$ cat src/rtl/img_csum_pkg.sv
package img_csum_pkg;

    typedef enum logic [1:0] {
        ST_IDLE   = 2'd0,
        ST_STREAM = 2'd1,
        ST_DONE   = 2'd2
    } csum_state_e;

endpackage

$ cat src/rtl/img_csum_idpack.sv
module img_csum_idpack #(
    parameter int WORD_W  = 14,
    parameter int NUM_IDS = 4,
    parameter int NIB_W   = 4,
    localparam int PACK_W = NUM_IDS * NIB_W
) (
    input  logic [NUM_IDS*WORD_W-1:0] id_words_i,
    output logic [PACK_W-1:0]         packed_o
);

    // ID 0 lands in the most significant nibble, the last ID in the least.
    for (genvar k = 0; k < NUM_IDS; k++) begin : g_nib
        assign packed_o[(NUM_IDS-1-k)*NIB_W +: NIB_W] =
            NIB_W'(id_words_i[k*WORD_W +: WORD_W]);
    end

endmodule

$ cat src/rtl/img_csum_ctrl.sv
module img_csum_ctrl
    import img_csum_pkg::*;
(
    input  logic clk,
    input  logic rst_n,
    input  logic start_i,
    input  logic prot_i,
    input  logic valid_i,
    input  logic last_i,
    output logic load_o,
    output logic accept_o,
    output logic done_o
);

    csum_state_e state_q, state_d;

    always_ff @(posedge clk or negedge rst_n) begin
        if (!rst_n) state_q <= ST_IDLE;
        else        state_q <= state_d;
    end

    always_comb begin
        state_d = state_q;
        if (start_i) begin
            state_d = prot_i ? ST_DONE : ST_STREAM;
        end else begin
            unique case (state_q)
                ST_IDLE:   state_d = ST_IDLE;
                ST_STREAM: if (valid_i && last_i) state_d = ST_DONE;
                ST_DONE:   state_d = ST_DONE;
                default:   state_d = ST_IDLE;
            endcase
        end
    end

    always_comb begin
        load_o   = start_i;
        accept_o = (state_q == ST_STREAM) && valid_i && !start_i;
        done_o   = (state_q == ST_DONE);
    end

    // accepting the final word makes the result final next cycle
    p_done_after_last_r6: assert property (@(posedge clk) disable iff (!rst_n)
        (accept_o && last_i) |=> done_o);

    // a protected start finishes in one cycle
    p_prot_start_done_r7: assert property (@(posedge clk) disable iff (!rst_n)
        (start_i && prot_i) |=> done_o);

    // an unprotected start always reopens the stream
    p_restart_clears_done_r8: assert property (@(posedge clk) disable iff (!rst_n)
        (start_i && !prot_i) |=> !done_o);

    // no word is taken once the result is final
    p_no_accept_done_r9: assert property (@(posedge clk) disable iff (!rst_n)
        done_o |-> !accept_o);

endmodule

$ cat src/rtl/img_csum_accum.sv
module img_csum_accum #(
    parameter int WORD_W    = 14,
    parameter int SUM_W     = 16,
    parameter int NUM_WORDS = 2048,
    localparam int CNT_W    = $clog2(NUM_WORDS)
) (
    input  logic              clk,
    input  logic              rst_n,
    input  logic              load_i,
    input  logic [SUM_W-1:0]  load_val_i,
    input  logic              accept_i,
    input  logic [WORD_W-1:0] word_i,
    output logic [SUM_W-1:0]  acc_o,
    output logic              last_o
);

    localparam logic [CNT_W-1:0] CNT_LAST = CNT_W'(NUM_WORDS - 1);

    logic [SUM_W-1:0] acc_q;
    logic [CNT_W-1:0] cnt_q;

    // The sum is kept at SUM_W bits; carries past the top bit fall away.
    always_ff @(posedge clk or negedge rst_n) begin
        if (!rst_n) begin
            acc_q <= '0;
            cnt_q <= '0;
        end else if (load_i) begin
            acc_q <= load_val_i;
            cnt_q <= '0;
        end else if (accept_i) begin
            acc_q <= acc_q + SUM_W'(word_i);
            cnt_q <= cnt_q + 1'b1;
        end
    end

    assign acc_o  = acc_q;
    assign last_o = (cnt_q == CNT_LAST);

    // start loads the seed value
    p_load_seed_r8: assert property (@(posedge clk) disable iff (!rst_n)
        load_i |=> (acc_q == $past(load_val_i)));

    // without load or accept the accumulator holds
    p_hold_idle_r9: assert property (@(posedge clk) disable iff (!rst_n)
        (!load_i && !accept_i) |=> $stable(acc_q));

    // each accepted word adds modulo 2^SUM_W
    p_wrap_add_r1: assert property (@(posedge clk) disable iff (!rst_n)
        (accept_i && !load_i) |=> (acc_q == $past(acc_q) + SUM_W'($past(word_i))));

endmodule

$ cat src/rtl/img_csum_top.sv
module img_csum_top
    import img_csum_pkg::*;
#(
    parameter int WORD_W    = 14,
    parameter int SUM_W     = 16,
    parameter int NUM_WORDS = 2048,
    parameter int NUM_IDS   = 4,
    parameter int NIB_W     = 4,
    parameter int PROT_BIT  = 6,
    parameter int CFG_KEEP  = 12,
    localparam int IDS_W    = NUM_IDS * WORD_W,
    localparam int PACK_W   = NUM_IDS * NIB_W
) (
    input  logic              clk,
    input  logic              rst_n,
    input  logic              start_i,
    input  logic [WORD_W-1:0] cfg_word_i,
    input  logic [IDS_W-1:0]  id_words_i,
    input  logic              word_valid_i,
    input  logic [WORD_W-1:0] word_i,
    output logic [SUM_W-1:0]  sum_o,
    output logic              done_o
);

    localparam logic [WORD_W-1:0] CFG_MASK = WORD_W'((1 << CFG_KEEP) - 1);

    logic              prot;
    logic [SUM_W-1:0]  cfg_term;
    logic [PACK_W-1:0] id_packed;
    logic [SUM_W-1:0]  seed;
    logic              load, accept, last;

    assign prot     = ~cfg_word_i[PROT_BIT];
    assign cfg_term = SUM_W'(cfg_word_i & CFG_MASK);
    assign seed     = prot ? (cfg_term + SUM_W'(id_packed)) : cfg_term;

    img_csum_idpack #(
        .WORD_W (WORD_W),
        .NUM_IDS(NUM_IDS),
        .NIB_W  (NIB_W)
    ) u_pack (
        .id_words_i(id_words_i),
        .packed_o  (id_packed)
    );

    img_csum_ctrl u_ctrl (
        .clk     (clk),
        .rst_n   (rst_n),
        .start_i (start_i),
        .prot_i  (prot),
        .valid_i (word_valid_i),
        .last_i  (last),
        .load_o  (load),
        .accept_o(accept),
        .done_o  (done_o)
    );

    img_csum_accum #(
        .WORD_W   (WORD_W),
        .SUM_W    (SUM_W),
        .NUM_WORDS(NUM_WORDS)
    ) u_acc (
        .clk       (clk),
        .rst_n     (rst_n),
        .load_i    (load),
        .load_val_i(seed),
        .accept_i  (accept),
        .word_i    (word_i),
        .acc_o     (sum_o),
        .last_o    (last)
    );

    // protected result is the masked configuration word plus packed IDs
    p_prot_sum_r4: assert property (@(posedge clk) disable iff (!rst_n)
        (start_i && !cfg_word_i[PROT_BIT]) |=>
            (sum_o == SUM_W'($past(cfg_word_i) & CFG_MASK) + SUM_W'($past(id_packed))));

    // in protected mode streamed words leave the result alone
    p_prot_ignores_words_r3: assert property (@(posedge clk) disable iff (!rst_n)
        (done_o && !start_i && word_valid_i) |=> $stable(sum_o));

endmodule

$ cat config.mk
export PLATFORM = sky130hd
export DESIGN_NAME = img_csum_top
export DESIGN_NICKNAME = d
export VERILOG_FILES = /design/src/rtl/img_csum_pkg.sv /design/src/rtl/img_csum_idpack.sv /design/src/rtl/img_csum_ctrl.sv /design/src/rtl/img_csum_accum.sv /design/src/rtl/img_csum_top.sv
export SDC_FILE = /design/constraint.sdc
export NUM_CORES = 1
export LEC_CHECK = 0
export ABC_AREA = 0
export BUFFER_PORTS_ARGS = -buffer_cell sky130_fd_sc_hd__buf_2
export CAP_MARGIN = 25
export CORE_MARGIN = 2
export CORE_UTILIZATION = 45
export DETAILED_ROUTE_END_ITERATION = 6
export GPL_TIMING_DRIVEN = 0
export PLACE_DENSITY = 0.78
export REMOVE_ABC_BUFFERS = 1
export SYNTH_ARGS = -nofsm -noshare
export SYNTH_HDL_FRONTEND = slang
export SYNTH_SLANG_ARGS = --single-unit
$ cat constraint.sdc
create_clock -name clk -period 2 [get_ports clk]
set_input_delay 0.2 -clock clk [delete_from_list [all_inputs] [get_ports clk]]
set_output_delay 0.2 -clock clk [all_outputs]
set_load 0.1 [all_outputs]
### Word level (Yosys, flattened, before mapping)

Cells that the tools add are included.

| word-level totals | value |
|---|---|
| word-level logic and storage cells | 24 |
| output and inout bits | 17 |
| register bits after elaboration | 29 |
| input port bits | 88 |

| cells by class | value |
|---|---|
| add/sub/neg operators | 3 |
| equality and inequality tests | 4 |
| mux-type cells | 9 |
| reductions and logical operators | 5 |

Operator list:

| kind | count |
|---|---|
| $mux 16 | 3 |
| $mux 11 | 2 |
| $add 12x16->16 | 1 |
| $add 16x14->16 | 1 |
| $add 11x1->11 const B | 1 |
| $eq 11x11->1 const B | 1 |
| $mux 2 | 3 |
| $pmux 2 s2 | 1 |
| $logic_and 1x1->1 | 3 |
| $ne 3x2->1 const B | 1 |
| $eq 2x1->1 const B | 1 |
| $eq 2x2->1 const B | 1 |
| $reduce_bool 2->1 | 1 |
| $logic_not 1->1 | 1 |

### Logic depth before layout (Yosys ltp)

| logic depth | value |
|---|---|
| depth in word-level cells | 5 |
| mapped depth | 9 |
| mapped depth without buffers | 9 |

### Hierarchy

Synthesis repeated with hierarchy kept, for this count alone.

| second synthesis, totals | value |
|---|---|
| cell total of the unflattened synthesis | 376 |
| area total of the unflattened synthesis | 3,099.2 um^2 |

Modules (own cells, without submodules):

| module | cells an instance | sequential area each (um^2) | instances | area an instance (um^2) |
|---|---|---|---|---|
| img_csum_accum | 220 | 675.6 | 1 | 1,955.6 |
| img_csum_top | 124 | 0.0 | 1 | 884.6 |
| img_csum_ctrl | 16 | 50.0 | 1 | 138.9 |
| img_csum_idpack | 16 | 0.0 | 1 | 120.1 |

### Least setup slack after synthesis

Ideal clock, no wire load.

| timing path | value |
|---|---|
| kind | reg2reg |
| start point | register u_acc.acc_q[0] (netlist: u_acc.acc_o[0]) |
| end point | register u_acc.acc_q[12] (netlist: u_acc.acc_o[12]) |
| slack | -0.766 ns |
| data required time | 1.874 ns |
| setup time | 0.126 ns |
| cell stages (with the launch flop) | 10 |
| path buffers | 0 |
| clock period less this slack | 2.766 ns |
| arrival | 2.640 ns |
| cells stage by stage | dfrtp_1 -> ha_1 -> fa_1 -> a21oi_2 -> nor2_2 -> o31ai_4 -> nor2_1 -> o22ai_1 -> xnor2_1 -> a221o_1 |

| between the ends | value |
|---|---|
| cells in the longest elaborated chain, start to end | 3 |

RTL lines:

| item | RTL line | source |
|---|---|---|
| from (decl) | img_csum_accum.sv:19 | `logic [SUM_W-1:0] acc_q;` |
| from (signal assigned) | img_csum_accum.sv:28 | `acc_q <= load_val_i;` |
| from (signal assigned) | img_csum_accum.sv:31 | `acc_q <= acc_q + SUM_W'(word_i);` |
| $add 16x14->16 | img_csum_accum.sv:31 |  |
| $mux 16 | img_csum_accum.sv:30 | `end else if (accept_i) begin` |
| $mux 16 | img_csum_accum.sv:27 | `end else if (load_i) begin` |

Every way passes these cells. The select of a mux whose other input is x is not followed.
A chain may end at the register's enable or synchronous reset.

### Final worst setup path

| timing path | value |
|---|---|
| start point | register u_acc.acc_q[0] (netlist: u_acc.acc_o[0]) |
| end point | register u_acc.acc_q[14] (netlist: u_acc.acc_o[14]) |

The elaborated chain is that of the path after synthesis.

==> results.md <==
- Max VDD drop: approximately 530 uV
- Arrival @ worst endpoint: 2.40 ns
- Clock root buffer: clkbuf_8
- # setup viols final: 5
- Synth-to-Final Area Change: 26.5%
- Vias in the first global route: 2373
- Most used DFF post-synth: dfrtp_1
- Cell Chain, Critical Path: ha_2 -> fa_2 -> a21oi_4 -> nor2_2 -> o31ai_4 -> or3_1 -> a41oi_2 -> xnor2_1 -> o22ai_1
- Sequential Power Share: 26.1%
- Slew HR: 51.5%
- Final worst slack: -0.273 ns
- Worst setup SP type: register
- Failing checks: setup timing
- Initial antenna violation count: 0
- Hold Path Class: in2reg
- DRC: 0
- Global route total overflow: 0
- Cell Area, Synth: between 0.002 and 0.003 mm^2
- H-tree depth: 2
- CP Capture Type: register
- Clock transition at the registers of the reported paths: 0.07 ns
- TritonCTS Sinks: 29
- Period minus WS final: 2.27 ns
- Max-slew violations: 0
- Crit-path leading delay family: compound AO/OA/AOI/OAI gates
- Largest net degree at the start of global routing: 44
- Routability Congestion: roughly 0.90
- Die height: between 80 and 90 um
- Status: finished with violations
- Sw power: 0.00129 W
- Vias: 2649
- Initial Utilization: 46.1%
- Highest Clock Rate: 0.440 GHz
- Number of flops mapped to enable cells by yosys: 0
- Final Core Density: 58.3%
- Final hold viol count: 0
- Total power: around 0.0027 W
- Slowest stage delay, CP: around 0.4 ns
- WP buf/inv: 0
- First-pass GRT wire length: 10.9 mm
- Part of the Yosys area used for sequential elements: 26.8%
- Synth cell types: 51
- Die width: ~82 um
- Core area: 0.00589 mm^2
- Dpl hpwl: 5.09 mm
- Fraction of layout cells with a size suffix above 1: a little under a third
- Pleak: 1.54 nW
- Post-route ant nets: 0
- Setup Skew: 0.00722 ns
- Slew @ Worst Pin: between 0.7 and 0.8 ns
- Critical path's slowest cell: dfrtp_1
- Net Sw Frac: 47.9%
- Worst EP required: 2.13 ns
- Port Buffer Count: 62
- Comb power frac: between 50% and 60%
- Syn_area_per_cell: 8.45 um^2
- Clock share of power: 17.9%
- Longest Clk Path Bufs: 2
- Seq cells post-synth: 29
- Vias per std cell: 5.72
- WL final: between 7 and 8 mm
- CTS Buf Count: 5
- TritonCTS clock tree: built
- Synth Warn #: 0
- FP Rows: 28
- Power Internal: about 0.0014 W
- WL met1: 3.16 mm
- Reg2Reg Setup Slack: -0.27 ns
- WL/cell: roughly 16 um
- Final nets: 506
- Max-Cap Viols: 0
- Syn Inst Count: between 300 and 400
- Die area: 0.00666 mm^2
- Asr flop ratio synth: between 90% and 100%
- I/O pin count: 105
- CP max FO: 4
- Total iterations of the first detailed-routing run: 4
- Number of diodes: 0
- PwrDens: 787 mW/mm^2
- WL met2: approximately 3.5 mm
- GRT Overall Usage: approximately a fifth
- Drt initial violations: around 190
- Routed wl met3: 351 um
- Clock Latency Late Sink: 0.29 ns
- Final period util: 114%
- CP Class: reg2reg
- RSZ-0062 raised after global routing: yes
- Top routing layer used: met4
[flip-flops by register name, summed over array words and instances (netlist names)]
signal	flops
u_acc.acc_o	16
u_acc.cnt_q	11
u_ctrl.state_q	2
[power groups by stage]
stage               Clock (W)  Sequential [W]  Combinational (W)
floorplan                   0         0.00107           0.000661
global placement            0        0.000703            0.00129
detailed placement          0        0.000706            0.00131
CTS                  0.000487        0.000698            0.00139
global route         0.000512        0.000711            0.00162
finish               0.000484        0.000703            0.00151
[stage by stage]
| stage | std cells | setup slack [ns] | hold slack, ns | cell area (um^2) | TNS, ns |
|---|---|---|---|---|---|
| global route | 463 | -0.358 | 0.212 | 3430 | -1.35 |
| CTS | 459 | -0.228 | 0.195 | 3260 | -0.601 |
| floorplan | 307 | -0.766 | -0.0956 | 2660 | -6.22 |
| finish | 463 | -0.273 | 0.188 | 3430 | -0.887 |
| global placement | 444 | -0.462 | 0.270 | 3060 | -2.49 |
| detailed placement | 444 | -0.535 | 0.265 | 3060 | -2.90 |
[final timing paths]
| check | endpoint | from | depth (start not counted) |
|---|---|---|---|
| max in group asynchronous | u_acc.acc_o[13] | rst_n | 2 |
| min reg2reg | u_ctrl.state_q[1] | u_ctrl.state_q[1] | 1 |
| max | u_acc.acc_o[14] | u_acc.acc_o[0] | 9 |
| min in group asynchronous | u_acc.acc_o[0] | rst_n | 2 |
| max reg2reg | u_acc.acc_o[14] | u_acc.acc_o[0] | 9 |
| min | u_acc.acc_o[11] | cfg_word_i[11] | 3 |
[cell usage in the layout, fill, tap and decap left out, types with 3 or more instances in the layout]
| cell type | netlist | final |
|---|---|---|
| dfrtp_1 | 29 | 29 |
| nand2_1 | 20 | 18 |
| a31oi_1 | 5 | 4 |
| nand4_1 | 4 | 4 |
| xnor2_1 | 13 | 13 |
| mux2i_1 | 3 | 3 |
| nand3_1 | 12 | 12 |
| nor2_1 | 36 | 35 |
| clkbuf_8 | 0 | 5 |
| ha_2 | 0 | 5 |
| o21ai_0 | 16 | 12 |
| o21a_1 | 3 | 3 |
| a21oi_1 | 39 | 33 |
| a21oi_2 | 1 | 5 |
| buf_4 | 0 | 9 |
| or3_1 | 4 | 4 |
| and3_1 | 5 | 5 |
| a21o_1 | 11 | 11 |
| ha_1 | 29 | 17 |
| o21ai_2 | 0 | 3 |
| ha_4 | 0 | 7 |
| xor2_1 | 21 | 21 |
| o211ai_1 | 4 | 4 |
| buf_2 | 1 | 61 |
| o22ai_1 | 4 | 4 |
| a211oi_1 | 8 | 7 |
| inv_1 | 9 | 9 |
[cell usage after synthesis (all sizes together), types with 3 or more instances]
master / n / area share [%]
a21o: 11 / 3.0
dfrtp: 29 / 27
a31oi: 5 / 1.2
buf: 3 / 0.46
nand3: 12 / 2.2
nor2: 37 / 5.2
or3: 4 / 0.92
clkbuf: 11 / 1.5
nand2: 20 / 2.8
o21ai: 17 / 3.1
a21oi: 40 / 7.5
nor3: 3 / 0.74
o211ai: 4 / 1.1
xnor2: 13 / 4.2
o22ai: 4 / 0.92
mux2i: 3 / 1.1
o21a: 3 / 0.83
nand4: 4 / 0.92
a211oi: 8 / 2.2
and3: 5 / 1.2
ha: 29 / 13
xor2: 21 / 6.8
inv: 9 / 1.2
[area by class of cell]
| class | instances | area, um^2 |
|---|---|---|
| clock inverters | 3 | 17.5 |
| inverters | 9 | 33.8 |
| clock buffers | 5 | 68.8 |
| multi-input cells | 269 | 2090 |
| well taps | 75 | 93.8 |
| repair buffers | 73 | 402 |
| flip-flops and latches | 29 | 726 |
| fillers | 518 | 2460 |
[repair_timing]
action / in CTS / in global routing
setup buffers: 6 / 4
pin swaps: 8 / 6
endpoints found under the setup margin: 13 / 12
gates resized for setup: 14 / 28
hold buffers: 1 / 0
hold endpoints to repair: 29 / 0
[per-layer routing]
layer  vias to the layer above  GRT usage, %
met5                         -             0
met4                         0          6.50
met3                        15          2.75
met2                        90          35.7
met1                      1235          28.0
li1                       1309             -
[worst reg2reg max path: stages (launching register included)]
cell,delay [ns]
dfrtp_1,0.39
ha_2,0.19
fa_2,0.38
a21oi_4,0.20
nor2_2,0.08
o31ai_4,0.27
or3_1,0.18
a41oi_2,0.13
xnor2_1,0.20
o22ai_1,0.10
[cells by family (layout without fill, tap and decap cells)]
| group | Yosys count | after routing | share of synthesized area, % |
|---|---|---|---|
| multiplexers | 3 | 3 | 1.11 |
| adder cells (fa/ha/maj) | 31 | 31 | 14.9 |
| flip-flops | 29 | 29 | 26.8 |
| AO/OA/AOI/OAI | 109 | 109 | 27.2 |
| buffers and inverters | 23 | 90 | 3.23 |
| AND/OR/NAND/NOR | 92 | 92 | 15.9 |
| XOR/XNOR | 34 | 34 | 11.0 |
Note: power is estimated with default switching activity, not from simulation.
